### src/rtl/ecp_pio_pkg.sv
package ecp_pio_pkg;

  // Tag bit position inside a stored entry (tag above the data byte)
  localparam int ENTRY_DATA_W = 8;
  localparam int ENTRY_W      = ENTRY_DATA_W + 1;

  // Saturate a raw threshold onto the usable range 0 .. depth-1
  function automatic int clamp_thr(input int raw, input int depth);
    if (raw > depth - 1) return depth - 1;
    return raw;
  endfunction

  // Direction-dependent service condition
  //   reverse : bytes waiting >= depth - thr
  //   forward : bytes waiting <= thr
  function automatic logic pio_irq_hit(input logic rev, input int cnt,
                                       input int thr, input int depth);
    if (rev) return (cnt >= depth - thr);
    return (cnt <= thr);
  endfunction

endpackage

### src/rtl/ecp_fifo_core.sv
module ecp_fifo_core #(
  parameter int DEPTH = 16,
  parameter int EW    = 9,
  localparam int PW   = (DEPTH > 1) ? $clog2(DEPTH) : 1,
  localparam int CW   = $clog2(DEPTH + 1)
) (
  input  logic          clk,
  input  logic          rst_n,
  input  logic          push_req,
  input  logic          pop_req,
  input  logic [EW-1:0] push_entry,
  output logic [EW-1:0] head,
  output logic [CW-1:0] count,
  output logic          full,
  output logic          empty,
  output logic          push_ok,
  output logic          pop_ok
);

  logic [EW-1:0] mem [DEPTH];
  logic [PW-1:0] wr_ptr, rd_ptr;
  logic [CW-1:0] cnt_q;

  function automatic logic [PW-1:0] next_ptr(input logic [PW-1:0] p);
    if (p == PW'(DEPTH - 1)) return '0;
    return p + PW'(1);
  endfunction

  assign full    = (cnt_q == CW'(DEPTH));
  assign empty   = (cnt_q == '0);
  assign push_ok = push_req & ~full;
  assign pop_ok  = pop_req & ~empty;
  assign count   = cnt_q;
  assign head    = mem[rd_ptr];

  always_ff @(posedge clk) begin
    if (push_ok) mem[wr_ptr] <= push_entry;
  end

  always_ff @(posedge clk) begin
    if (!rst_n) begin
      wr_ptr <= '0;
      rd_ptr <= '0;
      cnt_q  <= '0;
    end else begin
      if (push_ok) wr_ptr <= next_ptr(wr_ptr);
      if (pop_ok)  rd_ptr <= next_ptr(rd_ptr);
      case ({push_ok, pop_ok})
        2'b10:   cnt_q <= cnt_q + CW'(1);
        2'b01:   cnt_q <= cnt_q - CW'(1);
        default: cnt_q <= cnt_q;
      endcase
    end
  end

endmodule

### src/rtl/ecp_port_arb.sv
module ecp_port_arb #(
  parameter int               ADDR_W   = 11,
  parameter logic [ADDR_W-1:0] DATA_OFS = 11'h400,
  parameter logic [ADDR_W-1:0] CMD_OFS  = 11'h000,
  localparam int              EW       = ecp_pio_pkg::ENTRY_W
) (
  input  logic              host_wr,
  input  logic              host_rd,
  input  logic [ADDR_W-1:0] host_addr,
  input  logic [7:0]        host_wdata,
  input  logic              per_push,
  input  logic              per_pop,
  input  logic              per_wtag,
  input  logic [7:0]        per_wdata,
  input  logic              dir_rev,
  input  logic              test_mode,
  output logic              push_req,
  output logic              pop_req,
  output logic [EW-1:0]     push_entry
);

  logic hit_data, hit_cmd;
  logic host_push_data, host_push_cmd, host_pop;
  logic per_push_en, per_pop_en;

  assign hit_data = (host_addr == DATA_OFS);
  assign hit_cmd  = (host_addr == CMD_OFS);

  assign host_push_data = host_wr & hit_data & (test_mode | ~dir_rev);
  assign host_push_cmd  = host_wr & hit_cmd  & ~test_mode & ~dir_rev;
  assign host_pop       = host_rd & hit_data & (test_mode | dir_rev);
  assign per_push_en    = per_push & dir_rev  & ~test_mode;
  assign per_pop_en     = per_pop  & ~dir_rev & ~test_mode;

  assign push_req = host_push_data | host_push_cmd | per_push_en;
  assign pop_req  = host_pop | per_pop_en;

  always_comb begin
    if (host_push_cmd)       push_entry = {1'b1, host_wdata};
    else if (host_push_data) push_entry = {1'b0, host_wdata};
    else                     push_entry = {per_wtag, per_wdata};
  end

endmodule

### src/rtl/ecp_irq_gen.sv
module ecp_irq_gen #(
  parameter int DEPTH = 16,
  parameter int THR_W = 4,
  parameter int CW    = 5
) (
  input  logic             clk,
  input  logic             rst_n,
  input  logic             cfg_wr,
  input  logic [THR_W:0]   cfg_thresh,
  input  logic             dir_rev,
  input  logic             dma_en,
  input  logic             svc_intr,
  input  logic [CW-1:0]    count,
  output logic [THR_W-1:0] thresh,
  output logic             irq_cond,
  output logic             irq
);
  import ecp_pio_pkg::*;

  logic [THR_W-1:0] thr_q;
  logic             irq_q;

  always_ff @(posedge clk) begin
    if (!rst_n) thr_q <= '0;
    else if (cfg_wr) thr_q <= THR_W'(clamp_thr(int'(cfg_thresh), DEPTH));
  end

  assign irq_cond = ~dma_en & ~svc_intr &
                    pio_irq_hit(dir_rev, int'(count), int'(thr_q), DEPTH);

  always_ff @(posedge clk) begin
    if (!rst_n) irq_q <= 1'b0;
    else        irq_q <= irq_cond;
  end

  assign thresh = thr_q;
  assign irq    = irq_q;

endmodule

### src/rtl/ecp_pio_fifo.sv
module ecp_pio_fifo #(
  parameter int DEPTH  = 16,
  parameter int ADDR_W = 11,
  localparam int THR_W = (DEPTH > 1) ? $clog2(DEPTH) : 1,
  localparam int CW    = $clog2(DEPTH + 1),
  localparam int EW    = ecp_pio_pkg::ENTRY_W
) (
  input  logic              clk,
  input  logic              rst_n,
  input  logic              host_wr,
  input  logic              host_rd,
  input  logic [ADDR_W-1:0] host_addr,
  input  logic [7:0]        host_wdata,
  output logic [7:0]        host_rdata,
  input  logic              per_push,
  input  logic              per_pop,
  input  logic              per_wtag,
  input  logic [7:0]        per_wdata,
  output logic [7:0]        per_rdata,
  output logic              per_rtag,
  input  logic              dir_rev,
  input  logic              test_mode,
  input  logic              dma_en,
  input  logic              svc_intr,
  input  logic              cfg_wr,
  input  logic [THR_W:0]    cfg_thresh,
  output logic              irq,
  output logic              fifo_full,
  output logic              fifo_empty,
  output logic [CW-1:0]     fifo_count
);

  // Named internal events, brought out for the checker
  logic          push_req, pop_req, push_ok, pop_ok;
  logic [EW-1:0] push_entry, head;
  logic [THR_W-1:0] thresh_q;
  logic          irq_cond;

  ecp_port_arb #(
    .ADDR_W   (ADDR_W),
    .DATA_OFS (ADDR_W'(11'h400)),
    .CMD_OFS  (ADDR_W'(11'h000))
  ) u_arb (
    .host_wr    (host_wr),
    .host_rd    (host_rd),
    .host_addr  (host_addr),
    .host_wdata (host_wdata),
    .per_push   (per_push),
    .per_pop    (per_pop),
    .per_wtag   (per_wtag),
    .per_wdata  (per_wdata),
    .dir_rev    (dir_rev),
    .test_mode  (test_mode),
    .push_req   (push_req),
    .pop_req    (pop_req),
    .push_entry (push_entry)
  );

  ecp_fifo_core #(.DEPTH(DEPTH), .EW(EW)) u_core (
    .clk        (clk),
    .rst_n      (rst_n),
    .push_req   (push_req),
    .pop_req    (pop_req),
    .push_entry (push_entry),
    .head       (head),
    .count      (fifo_count),
    .full       (fifo_full),
    .empty      (fifo_empty),
    .push_ok    (push_ok),
    .pop_ok     (pop_ok)
  );

  ecp_irq_gen #(.DEPTH(DEPTH), .THR_W(THR_W), .CW(CW)) u_irq (
    .clk        (clk),
    .rst_n      (rst_n),
    .cfg_wr     (cfg_wr),
    .cfg_thresh (cfg_thresh),
    .dir_rev    (dir_rev),
    .dma_en     (dma_en),
    .svc_intr   (svc_intr),
    .count      (fifo_count),
    .thresh     (thresh_q),
    .irq_cond   (irq_cond),
    .irq        (irq)
  );

  assign host_rdata = head[7:0];
  assign per_rdata  = head[7:0];
  assign per_rtag   = head[EW-1];

endmodule

### config.mk
export PLATFORM = sky130hd
export DESIGN_NAME = ecp_pio_fifo
export DESIGN_NICKNAME = d
export VERILOG_FILES = /design/src/rtl/ecp_pio_pkg.sv /design/src/rtl/ecp_fifo_core.sv /design/src/rtl/ecp_port_arb.sv /design/src/rtl/ecp_irq_gen.sv /design/src/rtl/ecp_pio_fifo.sv
export SDC_FILE = /design/constraint.sdc
export NUM_CORES = 1
export LEC_CHECK = 0
export ABC_CLOCK_PERIOD_IN_PS = 3550
export BUFFER_PORTS_ARGS = -buffer_cell sky130_fd_sc_hd__buf_2
export CORE_UTILIZATION = 53
export DETAILED_ROUTE_END_ITERATION = 8
export PLACE_DENSITY_LB_ADDON = 0.3
export SLEW_MARGIN = 20
export SYNTH_ARGS = -nofsm -noshare
export SYNTH_HDL_FRONTEND = slang
export SYNTH_SLANG_ARGS = --single-unit
### constraint.sdc
create_clock -name clk -period 3.55 [get_ports clk]
set_input_delay 0.71 -clock clk [delete_from_list [all_inputs] [get_ports clk]]
set_output_delay 0.71 -clock clk [all_outputs]
set_load 0.02 [all_outputs]
==> impl_metrics.env <==
export IMPL_status="complete, no violations"
export IMPL_synthSimpleGateAreaFrac=0.0735
export IMPL_start_util=0.544
export IMPL_max_freq_ghz=0.311
export IMPL_seq_area_frac_synth=0.662
export IMPL_vias_per_cell=5.85
export IMPL_irDropWorstVdd_mv=0.260
export IMPL_power_mw=4.11
export IMPL_final_common_cell="edfxtp_1"
export IMPL_p_seq_frac=0.521
export IMPL_hp_class="primary input to flip-flop"
export IMPL_synth_main_ff_cell="edfxtp_1"
export IMPL_dr_pass1_iters=4
export IMPL_final_util=0.634
export IMPL_rsz0062_at_grt="no"
export IMPL_antennaDiodeCount=0
export IMPL_muxShareOfSynthArea=0.160
export IMPL_critical_path_arrival_ns=2.51
export IMPL_hold_violations=0
export IMPL_comb_power_share=0.045
export IMPL_tightest_slew_ns=0.818
export IMPL_avgSynthCellArea_um2=17.4
export IMPL_worst_hold_slack_ns=0.452
export IMPL_grt_pass1_wl_um=22800
export IMPL_ys_ff_latch=166
export IMPL_cts_sinks=166
export IMPL_async_reset_ff_frac=0
export IMPL_synth_xor_area_frac=0.00730
export IMPL_io_buffer_count=68
export IMPL_p_leak_nw=2.86
export IMPL_die_w_um=119
export IMPL_cts_setup_buffers=0
export IMPL_fillers=929
export IMPL_clk_latency_ns=0.42
export IMPL_p_int_mw=3.30
export IMPL_mostFrequentLayoutCells="edfxtp_1 (144), buf_2 (68), mux4_2 (45)"
export IMPL_relSlewSlack=0.454
export IMPL_grt_pass1_vias=4051
export IMPL_gr_total_overflow=0
export IMPL_drcViolationCount=0
export IMPL_r2r_cells=11
export IMPL_r2r_start="u_core.count[1]"
export IMPL_swShare=0.197
export IMPL_ys_types=51
export IMPL_path_clk_slew_ns=0.06
export IMPL_syn_nets=475
export IMPL_hold_path_end="u_irq.irq"
export IMPL_fin_tns_setup_ns=0
export IMPL_io_pins=69
export IMPL_end_kind="output pin"
export IMPL_wire_per_inst_um=21.5
export IMPL_drtIter0Drc=309
export IMPL_postPlaceCellArea_um2=7830
export IMPL_clock_skew_ns=0.00489
export IMPL_r2r_end="u_core.count[4]"
export IMPL_cts_root_buf="clkbuf_16"
export IMPL_dp_slack_ns=0.0543
export IMPL_p_switching_mw=0.808
export IMPL_yosysWarnings=0
export IMPL_synth_top_family_by_area="multiplexers"
export IMPL_num_vias=4006
export IMPL_grt_max_degree=37
export IMPL_setup_viol=0
export IMPL_cts_max_level=4
export IMPL_whs_path_depth=2
export IMPL_slew_viol_final=0
export IMPL_maxCapViolCount=0
export IMPL_cts_resized=0
export IMPL_cp_data_required_time_ns=2.84
export IMPL_synth_compound_area_frac=0.0374
export IMPL_synthCells=413
export IMPL_hold_start="svc_intr"
export IMPL_grt_usage=0.226
export IMPL_cts_tree="built"
export IMPL_antenna_found_initial=0
export IMPL_dieArea_um2=14100
export IMPL_period_share=0.906
export IMPL_synthAdderAreaFrac=0.0313
export IMPL_period_needed_ns=3.22
export IMPL_final_cell_count_no_fill=685
export IMPL_gp_congestion=0.810
export IMPL_nNetsFinal=560
export IMPL_dpl_cell_count=655
export IMPL_syn_to_final_growth_pct=16.6
export IMPL_critPathLaunchType="flip-flop"
export IMPL_worst_slack_ns=0.335
export IMPL_drt_total_wl_um=14800
export IMPL_worstSetupPathType="flip-flop to output pin"
export IMPL_num_rows=42
export IMPL_ctsHoldBuffers=0
export IMPL_rrSetupSlack_ns=0.84
export IMPL_clockBufferDepth=2
export IMPL_cts_buffers=17
export IMPL_die_h_um=119
export IMPL_drive_above_1_share=0.379
export IMPL_post_dp_hpwl_um=9590
export IMPL_synth_edf_count=144
export IMPL_core_area_um2=13200
export IMPL_final_area_um2=8400
export IMPL_netlist_area_um2=7200
export IMPL_postRouteAntennaNets=0
export IMPL_worstPathMaxFanout=10
export IMPL_clkPwrFrac=0.434
export IMPL_p_per_area_nw_per_um2=489
==> power groups by stage <==
| stage | Combinational (mW) | Sequential (mW) | Clock (mW) |
|---|---|---|---|
| after floorplan | 0.120 | 2.18 | 0 |
| after global placement | 0.179 | 2.18 | 0 |
| after detailed placement | 0.185 | 2.18 | 0 |
| after CTS | 0.186 | 2.14 | 1.81 |
| after global routing | 0.203 | 2.14 | 1.88 |
| final | 0.184 | 2.14 | 1.78 |
==> how the worst max path moves through the flow <==
stage                      end          from  slack, ns  depth (start not counted)
5_1_grt          host_rdata[4]     flip-flop       0.21                          4
2_1_floorplan  u_core.count[4]  host_addr[1]       0.01                         15
4_1_cts          host_rdata[4]     flip-flop       0.28                          4
6_report         host_rdata[4]     flip-flop       0.33                          4
3_3_place_gp   u_core.count[4]  host_addr[5]       0.10                         12
3_5_place_dp   u_core.count[4]  host_addr[5]       0.05                         12
==> cells in the mapped netlist (3+ instances only) <==
| cell type | n | area share |
|---|---|---|
| buf_4 | 8 | 0.0083 |
| buf_1 | 3 | 0.0016 |
| clkbuf_1 | 11 | 0.0057 |
| dfxtp_1 | 22 | 0.061 |
| mux2_2 | 8 | 0.013 |
| xor2_1 | 4 | 0.0049 |
| nor2b_1 | 5 | 0.0043 |
| ha_1 | 18 | 0.031 |
| and4_1 | 7 | 0.0085 |
| nand2b_1 | 3 | 0.0026 |
| a21oi_1 | 15 | 0.010 |
| nor4b_2 | 7 | 0.015 |
| or4_4 | 3 | 0.0047 |
| or3_1 | 4 | 0.0035 |
| nand3_1 | 6 | 0.0042 |
| edfxtp_1 | 144 | 0.60 |
| mux2i_1 | 5 | 0.0069 |
| buf_2 | 4 | 0.0028 |
| o21ai_0 | 14 | 0.0097 |
| inv_1 | 14 | 0.0073 |
| mux4_2 | 45 | 0.14 |
| nor2_1 | 16 | 0.0083 |
| nand2_1 | 13 | 0.0068 |
==> critical path: stages (launching register included) <==
cell     delay (ns)
dfxtp_2        0.56
buf_4          0.28
mux4_2         0.53
mux4_2         0.52
buf_2          0.18
==> flip-flops by register name, indices dropped and copies added (netlist names), named ones only <==
signal / flops
u_core.wr_ptr: 4
u_core.count: 5
u_irq.irq: 1
u_core.rd_ptr: 4
u_core.mem: 144
u_irq.thresh: 4
==> kinds of logic after synthesis <==
family,Yosys count
compound gates,43
xor+xnor,6
fa+ha+maj,18
buf+inv,44
flops,166
mux,58
simple gates,78
==> layout make-up <==
type / instances / area (um2) / share of cell area
Clock buffer: 20 / 437 / 0.0520
Clock inverter: 10 / 133 / 0.0158
Inverter: 17 / 63.8 / 0.00760
Multi-Input combinational cell: 203 / 2240 / 0.266
Sequential cell: 166 / 4770 / 0.568
Tap cell: 176 / 220 / 0.0262
Timing Repair Buffer: 93 / 541 / 0.0644
==> per-layer routing <==
layer / routed length (um) / global-route usage / vias up
li1: - / - / 1809
met1: 5970 / 0.289 / 2043
met2: 7660 / 0.379 / 128
met3: 759 / 0.0468 / 26
met4: 370 / 0.0926 / 0
met5: 0 / 0 / -
No activity file was read; power rests on OpenSTA's default activity.
